## config.mk

```make
export PLATFORM = sky130hd
export DESIGN_NAME = nsdiv_unsigned
export DESIGN_NICKNAME = d
export VERILOG_FILES = /design/src/rtl/nsdiv_pkg.sv /design/src/rtl/nsdiv_step.sv /design/src/rtl/nsdiv_ctrl.sv /design/src/rtl/nsdiv_dpath.sv /design/src/rtl/nsdiv_unsigned.sv
export SDC_FILE = /design/constraint.sdc
export NUM_CORES = 1
export LEC_CHECK = 0
export BUFFER_PORTS_ARGS = -buffer_cell sky130_fd_sc_hd__buf_2
export CAP_MARGIN = 15
export CORE_UTILIZATION = 55
export DETAILED_ROUTE_END_ITERATION = 8
export GPL_TIMING_DRIVEN = 0
export PLACE_DENSITY_LB_ADDON = 0.05
export SYNTH_ARGS = -nofsm -noshare
export SYNTH_HDL_FRONTEND = slang
export SYNTH_SLANG_ARGS = --single-unit
```

## constraint.sdc

```tcl
create_clock -name clk -period 5.3 [get_ports clk]
set_clock_uncertainty 0.1 [all_clocks]
set_input_delay 0.53 -clock clk [delete_from_list [all_inputs] [get_ports clk]]
set_output_delay 0.53 -clock clk [all_outputs]
set_load 0.02 [all_outputs]
```

## src/rtl/nsdiv_pkg.sv

```systemverilog
package nsdiv_pkg;

  localparam int NSD_W  = 32;
  localparam int NSD_FW = 4;
  localparam int NSD_HW = 16;
  localparam int NSD_CW = $clog2(NSD_W + 2);

  typedef enum logic [1:0] {
    NSD_IDLE = 2'd0,
    NSD_STEP = 2'd1,
    NSD_FIN  = 2'd2
  } nsd_state_e;

  typedef struct packed {
    logic [NSD_W-1:0] sum;
    logic             q;
    logic             s;
    logic             fit;
    logic             dbz;
  } nsd_step_t;

  function automatic logic [NSD_CW-1:0] nsd_steps(input logic [NSD_FW-1:0] sel);
    logic [NSD_CW-1:0] twice;
    twice = NSD_CW'({sel, 1'b0});
    return NSD_CW'(NSD_W) - twice;
  endfunction

  function automatic nsd_step_t nsd_step(input logic [NSD_W-1:0] prem,
                                         input logic [NSD_W-1:0] dvs,
                                         input logic qb, input logic sb,
                                         input logic fit, input logic dbz);
    nsd_step_t        r;
    logic [NSD_W-1:0] addend;
    logic             cy;
    logic             cc;
    logic             nq;
    addend = qb ? ~dvs : dvs;
    r.sum  = prem + addend + {{(NSD_W-1){1'b0}}, qb};
    cy     = (addend[NSD_W-1] & prem[NSD_W-1]) |
             ((addend[NSD_W-1] ^ prem[NSD_W-1]) & ~r.sum[NSD_W-1]);
    cc     = cy ^ qb;
    nq     = ~(cc ^ sb);
    r.q    = nq;
    r.s    = r.sum[NSD_W-1];
    r.fit  = (r.sum == '0) ? 1'b0 : (fit & nq);
    r.dbz  = dbz | ((sb ^ r.sum[NSD_W-1]) & ~cc);
    return r;
  endfunction

  function automatic logic [NSD_W-1:0] nsd_remfix(input logic [NSD_W-1:0] sum,
                                                  input logic [NSD_W-1:0] dvs,
                                                  input logic qb);
    return qb ? sum : (sum + dvs);
  endfunction

endpackage

```

## src/rtl/nsdiv_step.sv

```systemverilog
module nsdiv_step
  import nsdiv_pkg::*;
(
  input  logic [NSD_W-1:0] prem_i,
  input  logic [NSD_W-1:0] dvs_i,
  input  logic             qb_i,
  input  logic             sb_i,
  input  logic             fit_i,
  input  logic             dbz_i,
  output nsd_step_t        res_o
);

  always_comb begin
    res_o = nsd_step(prem_i, dvs_i, qb_i, sb_i, fit_i, dbz_i);
  end

endmodule

```

## src/rtl/nsdiv_ctrl.sv

```systemverilog
module nsdiv_ctrl
  import nsdiv_pkg::*;
(
  input  logic              clk,
  input  logic              rst_n,
  input  logic              start_i,
  input  logic [NSD_CW-1:0] n_new_i,
  output logic              busy_o,
  output logic              load_o,
  output logic              step_en_o,
  output logic              first_o,
  output logic              last_o,
  output logic              fin_o,
  output logic              done_o,
  output logic [NSD_CW-1:0] n_cur_o
);

  nsd_state_e        state_q, state_d;
  logic [NSD_CW-1:0] cnt_q;
  logic [NSD_CW-1:0] n_q;
  logic              done_q;

  always_comb begin
    load_o    = start_i && (state_q == NSD_IDLE);
    step_en_o = (state_q == NSD_STEP);
    first_o   = step_en_o && (cnt_q == '0);
    last_o    = step_en_o && (cnt_q == (n_q - NSD_CW'(1)));
    fin_o     = (state_q == NSD_FIN);
    busy_o    = (state_q != NSD_IDLE);
    done_o    = done_q;
    n_cur_o   = n_q;
  end

  always_comb begin
    state_d = state_q;
    case (state_q)
      NSD_IDLE: if (load_o) state_d = NSD_STEP;
      NSD_STEP: if (last_o) state_d = NSD_FIN;
      NSD_FIN:  state_d = NSD_IDLE;
      default:  state_d = NSD_IDLE;
    endcase
  end

  always_ff @(posedge clk or negedge rst_n) begin
    if (!rst_n) begin
      state_q <= NSD_IDLE;
      cnt_q   <= '0;
      n_q     <= NSD_CW'(NSD_W);
      done_q  <= 1'b0;
    end else begin
      state_q <= state_d;
      done_q  <= fin_o;
      if (load_o) begin
        cnt_q <= '0;
        n_q   <= n_new_i;
      end else if (step_en_o) begin
        cnt_q <= cnt_q + NSD_CW'(1);
      end
    end
  end

  // completion strobe lasts a single cycle
  p_done_pulse_r4: assert property (@(posedge clk) disable iff (!rst_n)
    done_o |=> !done_o);

  // the block is idle while reporting completion
  p_done_idle_r3: assert property (@(posedge clk) disable iff (!rst_n)
    done_o |-> !busy_o);

  // the step counter never runs past the latched step count
  p_cnt_range_r3: assert property (@(posedge clk) disable iff (!rst_n)
    step_en_o |-> (cnt_q < n_q));

  // the correction cycle follows the last step directly
  p_fin_after_last_r3: assert property (@(posedge clk) disable iff (!rst_n)
    last_o |=> fin_o);

endmodule

```

## src/rtl/nsdiv_dpath.sv

```systemverilog
module nsdiv_dpath
  import nsdiv_pkg::*;
(
  input  logic              clk,
  input  logic              rst_n,
  input  logic              load_i,
  input  logic              step_en_i,
  input  logic              first_i,
  input  logic              last_i,
  input  logic              fin_i,
  input  logic [NSD_CW-1:0] n_new_i,
  input  logic [NSD_CW-1:0] n_cur_i,
  input  logic [NSD_W-1:0]  dividend_i,
  input  logic [NSD_W-1:0]  dvs_i,
  output logic [NSD_W-1:0]  quotient_o,
  output logic [NSD_W-1:0]  remainder_o,
  output logic              overflow_o,
  output logic [NSD_W-1:0]  dvs_cur_o
);

  logic [NSD_W-1:0]  pr_q;
  logic [NSD_W-1:0]  qr_q;
  logic [NSD_W-1:0]  dvs_q;
  logic              qb_q, sb_q, fit_q, dbz_q;
  logic [NSD_W-1:0]  quo_q, rem_q;
  logic              ovf_q;
  nsd_step_t         res;
  logic [NSD_CW-1:0] first_sh;
  logic [NSD_W-1:0]  qr_next;

  nsdiv_step u_step (
    .prem_i (pr_q),
    .dvs_i  (dvs_q),
    .qb_i   (qb_q),
    .sb_i   (sb_q),
    .fit_i  (fit_q),
    .dbz_i  (dbz_q),
    .res_o  (res)
  );

  always_comb begin
    first_sh = NSD_CW'(NSD_W + 1) - n_cur_i;
    if (first_i) qr_next = (qr_q << first_sh) | {{(NSD_W-1){1'b0}}, res.q};
    else         qr_next = {qr_q[NSD_W-2:0], res.q};
  end

  always_ff @(posedge clk or negedge rst_n) begin
    if (!rst_n) begin
      pr_q  <= '0;
      qr_q  <= '0;
      dvs_q <= '0;
      qb_q  <= 1'b1;
      sb_q  <= 1'b0;
      fit_q <= 1'b1;
      dbz_q <= 1'b0;
      quo_q <= '0;
      rem_q <= '0;
      ovf_q <= 1'b0;
    end else if (load_i) begin
      pr_q  <= dividend_i >> (n_new_i - NSD_CW'(1));
      qr_q  <= dividend_i;
      dvs_q <= dvs_i;
      qb_q  <= 1'b1;
      sb_q  <= 1'b0;
      fit_q <= 1'b1;
      dbz_q <= (dvs_i == '0);
    end else if (step_en_i) begin
      qb_q  <= res.q;
      sb_q  <= res.s;
      fit_q <= res.fit;
      dbz_q <= res.dbz;
      if (last_i) begin
        pr_q <= res.sum;
      end else begin
        pr_q <= {res.sum[NSD_W-2:0], qr_next[NSD_W-1]};
        qr_q <= qr_next;
      end
    end else if (fin_i) begin
      quo_q <= {qr_q[NSD_W-2:0], qb_q};
      rem_q <= nsd_remfix(pr_q, dvs_q, qb_q);
      ovf_q <= dbz_q | fit_q;
    end
  end

  assign quotient_o  = quo_q;
  assign remainder_o = rem_q;
  assign overflow_o  = ovf_q;
  assign dvs_cur_o   = dvs_q;

  // the divide-by-zero/overflow flag is sticky within an operation
  p_dbz_sticky_r9: assert property (@(posedge clk) disable iff (!rst_n)
    (dbz_q && !load_i) |=> dbz_q);

  // a zero divisor arms the flag at load time
  p_zero_arms_r8: assert property (@(posedge clk) disable iff (!rst_n)
    (load_i && (dvs_i == '0)) |=> dbz_q);

endmodule

```

## src/rtl/nsdiv_unsigned.sv

```systemverilog
module nsdiv_unsigned
  import nsdiv_pkg::*;
(
  input  logic              clk,
  input  logic              rst_n,
  input  logic              start_i,
  input  logic              half_i,
  input  logic [NSD_FW-1:0] steps_sel_i,
  input  logic [NSD_W-1:0]  divisor_i,
  input  logic [NSD_W-1:0]  dividend_i,
  output logic              busy_o,
  output logic              done_o,
  output logic [NSD_W-1:0]  quotient_o,
  output logic [NSD_W-1:0]  remainder_o,
  output logic              overflow_o
);

  localparam logic [NSD_W-1:0] HALF_MASK = {{(NSD_W-NSD_HW){1'b0}}, {NSD_HW{1'b1}}};

  logic              load, step_en, first_step, last_step, fin;
  logic [NSD_CW-1:0] n_new, n_cur;
  logic [NSD_W-1:0]  dvs_sel;
  logic [NSD_W-1:0]  dvs_cur;

  always_comb begin
    n_new   = nsd_steps(steps_sel_i);
    dvs_sel = half_i ? (divisor_i & HALF_MASK) : divisor_i;
  end

  nsdiv_ctrl u_ctrl (
    .clk       (clk),
    .rst_n     (rst_n),
    .start_i   (start_i),
    .n_new_i   (n_new),
    .busy_o    (busy_o),
    .load_o    (load),
    .step_en_o (step_en),
    .first_o   (first_step),
    .last_o    (last_step),
    .fin_o     (fin),
    .done_o    (done_o),
    .n_cur_o   (n_cur)
  );

  nsdiv_dpath u_dpath (
    .clk         (clk),
    .rst_n       (rst_n),
    .load_i      (load),
    .step_en_i   (step_en),
    .first_i     (first_step),
    .last_i      (last_step),
    .fin_i       (fin),
    .n_new_i     (n_new),
    .n_cur_i     (n_cur),
    .dividend_i  (dividend_i),
    .dvs_i       (dvs_sel),
    .quotient_o  (quotient_o),
    .remainder_o (remainder_o),
    .overflow_o  (overflow_o),
    .dvs_cur_o   (dvs_cur)
  );

  // completing with a zero divisor always reports overflow
  p_zero_div_ovf_r8: assert property (@(posedge clk) disable iff (!rst_n)
    (done_o && (dvs_cur == '0)) |-> overflow_o);

  // results move only together with the completion strobe
  p_hold_r4: assert property (@(posedge clk) disable iff (!rst_n)
    !done_o |-> ($stable(quotient_o) && $stable(remainder_o) && $stable(overflow_o)));

  // a start during an operation does not reload the divisor
  p_start_ignored_r5: assert property (@(posedge clk) disable iff (!rst_n)
    (busy_o && start_i) |=> $stable(dvs_cur));

  // in halfword mode the captured divisor has no upper bits
  p_half_mask_r10: assert property (@(posedge clk) disable iff (!rst_n)
    (load && half_i) |=> (dvs_cur[NSD_W-1:NSD_HW] == '0));

endmodule

```

==> summary.log <==
qor: status.status finished, violations left
qor: status.failed_checks negative setup slack
qor: cts.clk_latency 0.46 ns
qor: route.avgViaCountPerCell 6.41
qor: worst_setup_path.critical_path_source_type flip-flop
qor: timing.relative_max_transition_margin 16.5%
qor: worst_setup_path.cp_data_required_time 5.57 ns
qor: timing.grt_setup_unrepaired true
qor: global_route.gr_usage_total 40.3%
qor: logic_synthesis.synthesized_cell_area 0.0141 mm²
qor: layout.layout-drive-gt1-share 16.9%
qor: logic_synthesis.fraction_of_synthesized_cell_area_taken_by_the_top_area_cell_type 31.1%
qor: layout.n_antenna_cell 0
qor: route.drt_pre_antenna_iters 5
qor: layout.final_common_cell sky130_fd_sc_hd__nand2_1
qor: layout.design.final.nets 2031
qor: timing.period_share 101%
qor: logic_synthesis.synth.net_count 1854
qor: cts.clock-root-buffer sky130_fd_sc_hd__clkbuf_16
qor: worst_setup_path.cpPeakStageDelay 0.56 ns
qor: floorplan.chipWidth 162 µm
qor: layout.area_delta_synth_final 15.4%
qor: logic_synthesis.ys_seq_area_share 31.6%
qor: route.drt_wl_total 52000 µm
qor: worst_setup_path.timing.critical_path.cells clkbuf_16 -> clkbuf_16 -> buf_12 -> xor2_2 -> ha_1 -> a211oi_2 -> o21a_1 -> o21ai_2 -> o31ai_4 -> a31oi_4 -> o21ai_2 -> a21boi_1 -> o21a_1 -> o21ai_1 -> nand2b_1 -> fa_2 -> nor4_2 -> nand2_1 -> nor3_2 -> nand4_1 -> nor4bb_2 -> o2111ai_1 -> nor4b_2 -> a31oi_1
qor: floorplan.initial_standard_cell_utilization_of_the_core 56.0%
qor: layout.layout_common_cells 340 x sky130_fd_sc_hd__nand2_1, 175 x sky130_fd_sc_hd__dfrtp_1, 174 x sky130_fd_sc_hd__nor2_1, 148 x sky130_fd_sc_hd__buf_2, 147 x sky130_fd_sc_hd__a21oi_1
qor: placed_design.gpl.final_weighted_congestion 1.04
qor: timing.final-hold-violation-count 0
qor: route.dr.first_iter.drc_count 1454
qor: route.drc 0
qor: floorplan.num_io_pins 139
qor: logic_synthesis.yosys_warnings 0
qor: floorplan.die_area 0.0263 mm²
qor: logic_synthesis.syn-instance-count 1711
qor: flow_run.drv.max_cap_violation_count 0
qor: route.route.detailed.wl_per_inst 23.3 µm
qor: timing.final.min_clock_period 5.37 ns
qor: logic_synthesis.synth_unique_cells 83
qor: placed_design.port_buffers 136
qor: worst_setup_path.worstSetupEndpointType flip-flop
qor: floorplan.die-height 162 µm
qor: global_route.gr-total-overflow 0
qor: placed_design.post-place-cells 2178
qor: logic_synthesis.ys.flop_type sky130_fd_sc_hd__dfrtp_1
qor: global_route.antenna_violations_before_repair 1
qor: logic_synthesis.ys_top_cells_by_area sky130_fd_sc_hd__dfrtp_1 31%, sky130_fd_sc_hd__nand2_1 9.1%, sky130_fd_sc_hd__mux4_2 7.2%, sky130_fd_sc_hd__ha_1 6.0%, sky130_fd_sc_hd__a21oi_1 5.3%
qor: global_route.first_global_vias 13900
qor: route.drtAntennaViolNets 0
qor: cts.cts-buffers-inserted 17
qor: floorplan.coreArea 0.0252 mm²
qor: worst_setup_path.critPathMaxFanout 8
qor: cts.cts-root-to-sink-buffers 2
qor: global_route.global_route_wire_length_before_repair 79900 µm
qor: layout.final_cells 2231
qor: worst_setup_path.critPathArrivalTime 5.64 ns
qor: placed_design.hpwlAfterDp 38700 µm
qor: global_route.grt_start_max_net_pins 121
qor: cts.tritoncts_clock_tree done
qor: cts.clk_pin_slew_worst_paths 0.08 ns
qor: timing.count_of_pins_over_their_slew_limit 0
qor: route.routed-via-count 14300
qor: logic_synthesis.synth_top_cell_by_area sky130_fd_sc_hd__dfrtp_1
qor: timing.setup_violations 1
qor: worst_hold_path.timing.hold.worst.class in -> reg
qor: logic_synthesis.synth_edf_count 0
qor: worst_setup_path.setup.worst_path.class reg -> reg
qor: timing.setup_total_negative_slack -0.0697 ns
qor: worst_setup_path.critical_path.slowest_cell sky130_fd_sc_hd__dfstp_2
qor: cts.clkSinkCount 178
qor: timing.worst-slew-pin-transition 1.25 ns
qor: timing.timing.final.ws_setup -0.0697 ns
qor: floorplan.rows 58
qor: logic_synthesis.synth_area_per_cell 8.24 µm²
qor: timing.fmax 0.186 GHz
qor: logic_synthesis.synth_async_sr_flop_share 100%
qor: cts.clock_tree.htree_level_count 4
qor: logic_synthesis.postSynthRegisterBits 178
[kinds of logic (layout without fill, tap and decap cells)]
kind of cell	Yosys count	after routing	synth area share (%)
DFF	178	178	31.6
muxes	84	84	10.0
AOI/OAI and AO/OA	480	480	21.2
adders and majority gates	71	71	6.46
xor gates and xnor gates	93	93	5.88
buffers and inverters	127	317	3.63
and+or+nand+nor	678	678	21.2
[through the flow]
stage | util [%] | hold slack [ns] | cell area (µm²) | setup slack [ns]
floorplan | - | 0.134 | 14100 | 0.0590
global placement | 60.4 | 0.353 | 15200 | -1.64
detailed placement | 60.5 | 0.356 | 15200 | -1.66
CTS | 64.4 | 0.186 | 16200 | -0.0479
global route | 64.6 | 0.191 | 16300 | -0.297
finish | 64.6 | 0.188 | 16300 | -0.0697
[worst max-delay path, delay by kind of cell, from the launching register on]
kind	cells	cell delay (ns)
AO/OA/AOI/OAI	11	1.93
flip-flops	1	0.56
XOR/XNOR	1	0.13
buffers and inverters	3	0.45
AND/OR/NAND/NOR	7	1.33
adder cells (fa/ha/maj)	2	0.78
[final timing paths]
check	start	to	slack, ns	depth (start not counted)
max in group asynchronous	rst_n	u_dpath.qr_q[8]	3.65	3
min in group asynchronous	rst_n	u_dpath.remainder_o[27]	0.48	2
hold reg to reg	u_dpath.quotient_o[1]	u_dpath.quotient_o[1]	0.37	2
setup reg to reg	u_dpath.qb_q	u_dpath.fit_q	-0.07	24
hold / removal	divisor_i[4]	u_dpath.dvs_cur_o[4]	0.19	3
setup / recovery	u_dpath.qb_q	u_dpath.fit_q	-0.07	24
[Yosys cell counts (all sizes together) (21+ instances only)]
library cell / count
o21ai: 147
nor3: 26
mux2i: 34
nor2: 174
a21oi: 152
inv: 26
buf: 33
mux4: 45
xor2: 59
nor2b: 21
dfrtp: 175
a21o: 25
xnor2: 34
clkbuf: 68
nand2: 342
ha: 68
[final cells by class]
class / instances / area [µm²]
multi-input cells: 1406 / 9290
plain buffers: 99 / 514
clock inverters: 14 / 145
flip-flops and latches: 178 / 4460
inverters: 26 / 97.6
repair buffers: 160 / 918
clock buffers: 18 / 429
well taps: 330 / 413
fillers: 2173 / 8910
[flip-flops by register name (all words and copies together), names as in the netlist, 2 cells and up]
signal,cells
u_ctrl.state_q,2
u_dpath.remainder_o,32
u_dpath.pr_q,32
u_dpath.dvs_cur_o,32
u_ctrl.n_cur_o,5
u_ctrl.cnt_q,6
u_dpath.qr_q,31
u_dpath.quotient_o,32
[routing by layer]
layer	track usage, %	wire length (µm)	up-vias
li1	-	-	6488
met1	48.3	19900	6809
met2	66.4	24500	772
met3	8.17	3980	222
met4	25.3	3610	2
met5	0	15	-
[what timing repair did]
item	in CTS	in global routing
endpoints found under the setup margin	6	2
gates resized for setup	53	8
hold endpoints to repair	58	0
hold buffers	1	0
setup buffers	19	2
pin swaps	22	11
cloned	1	0
Power is not shown: default switching activity piles up to over one toggle a cycle in this logic, so the estimate is an artifact.
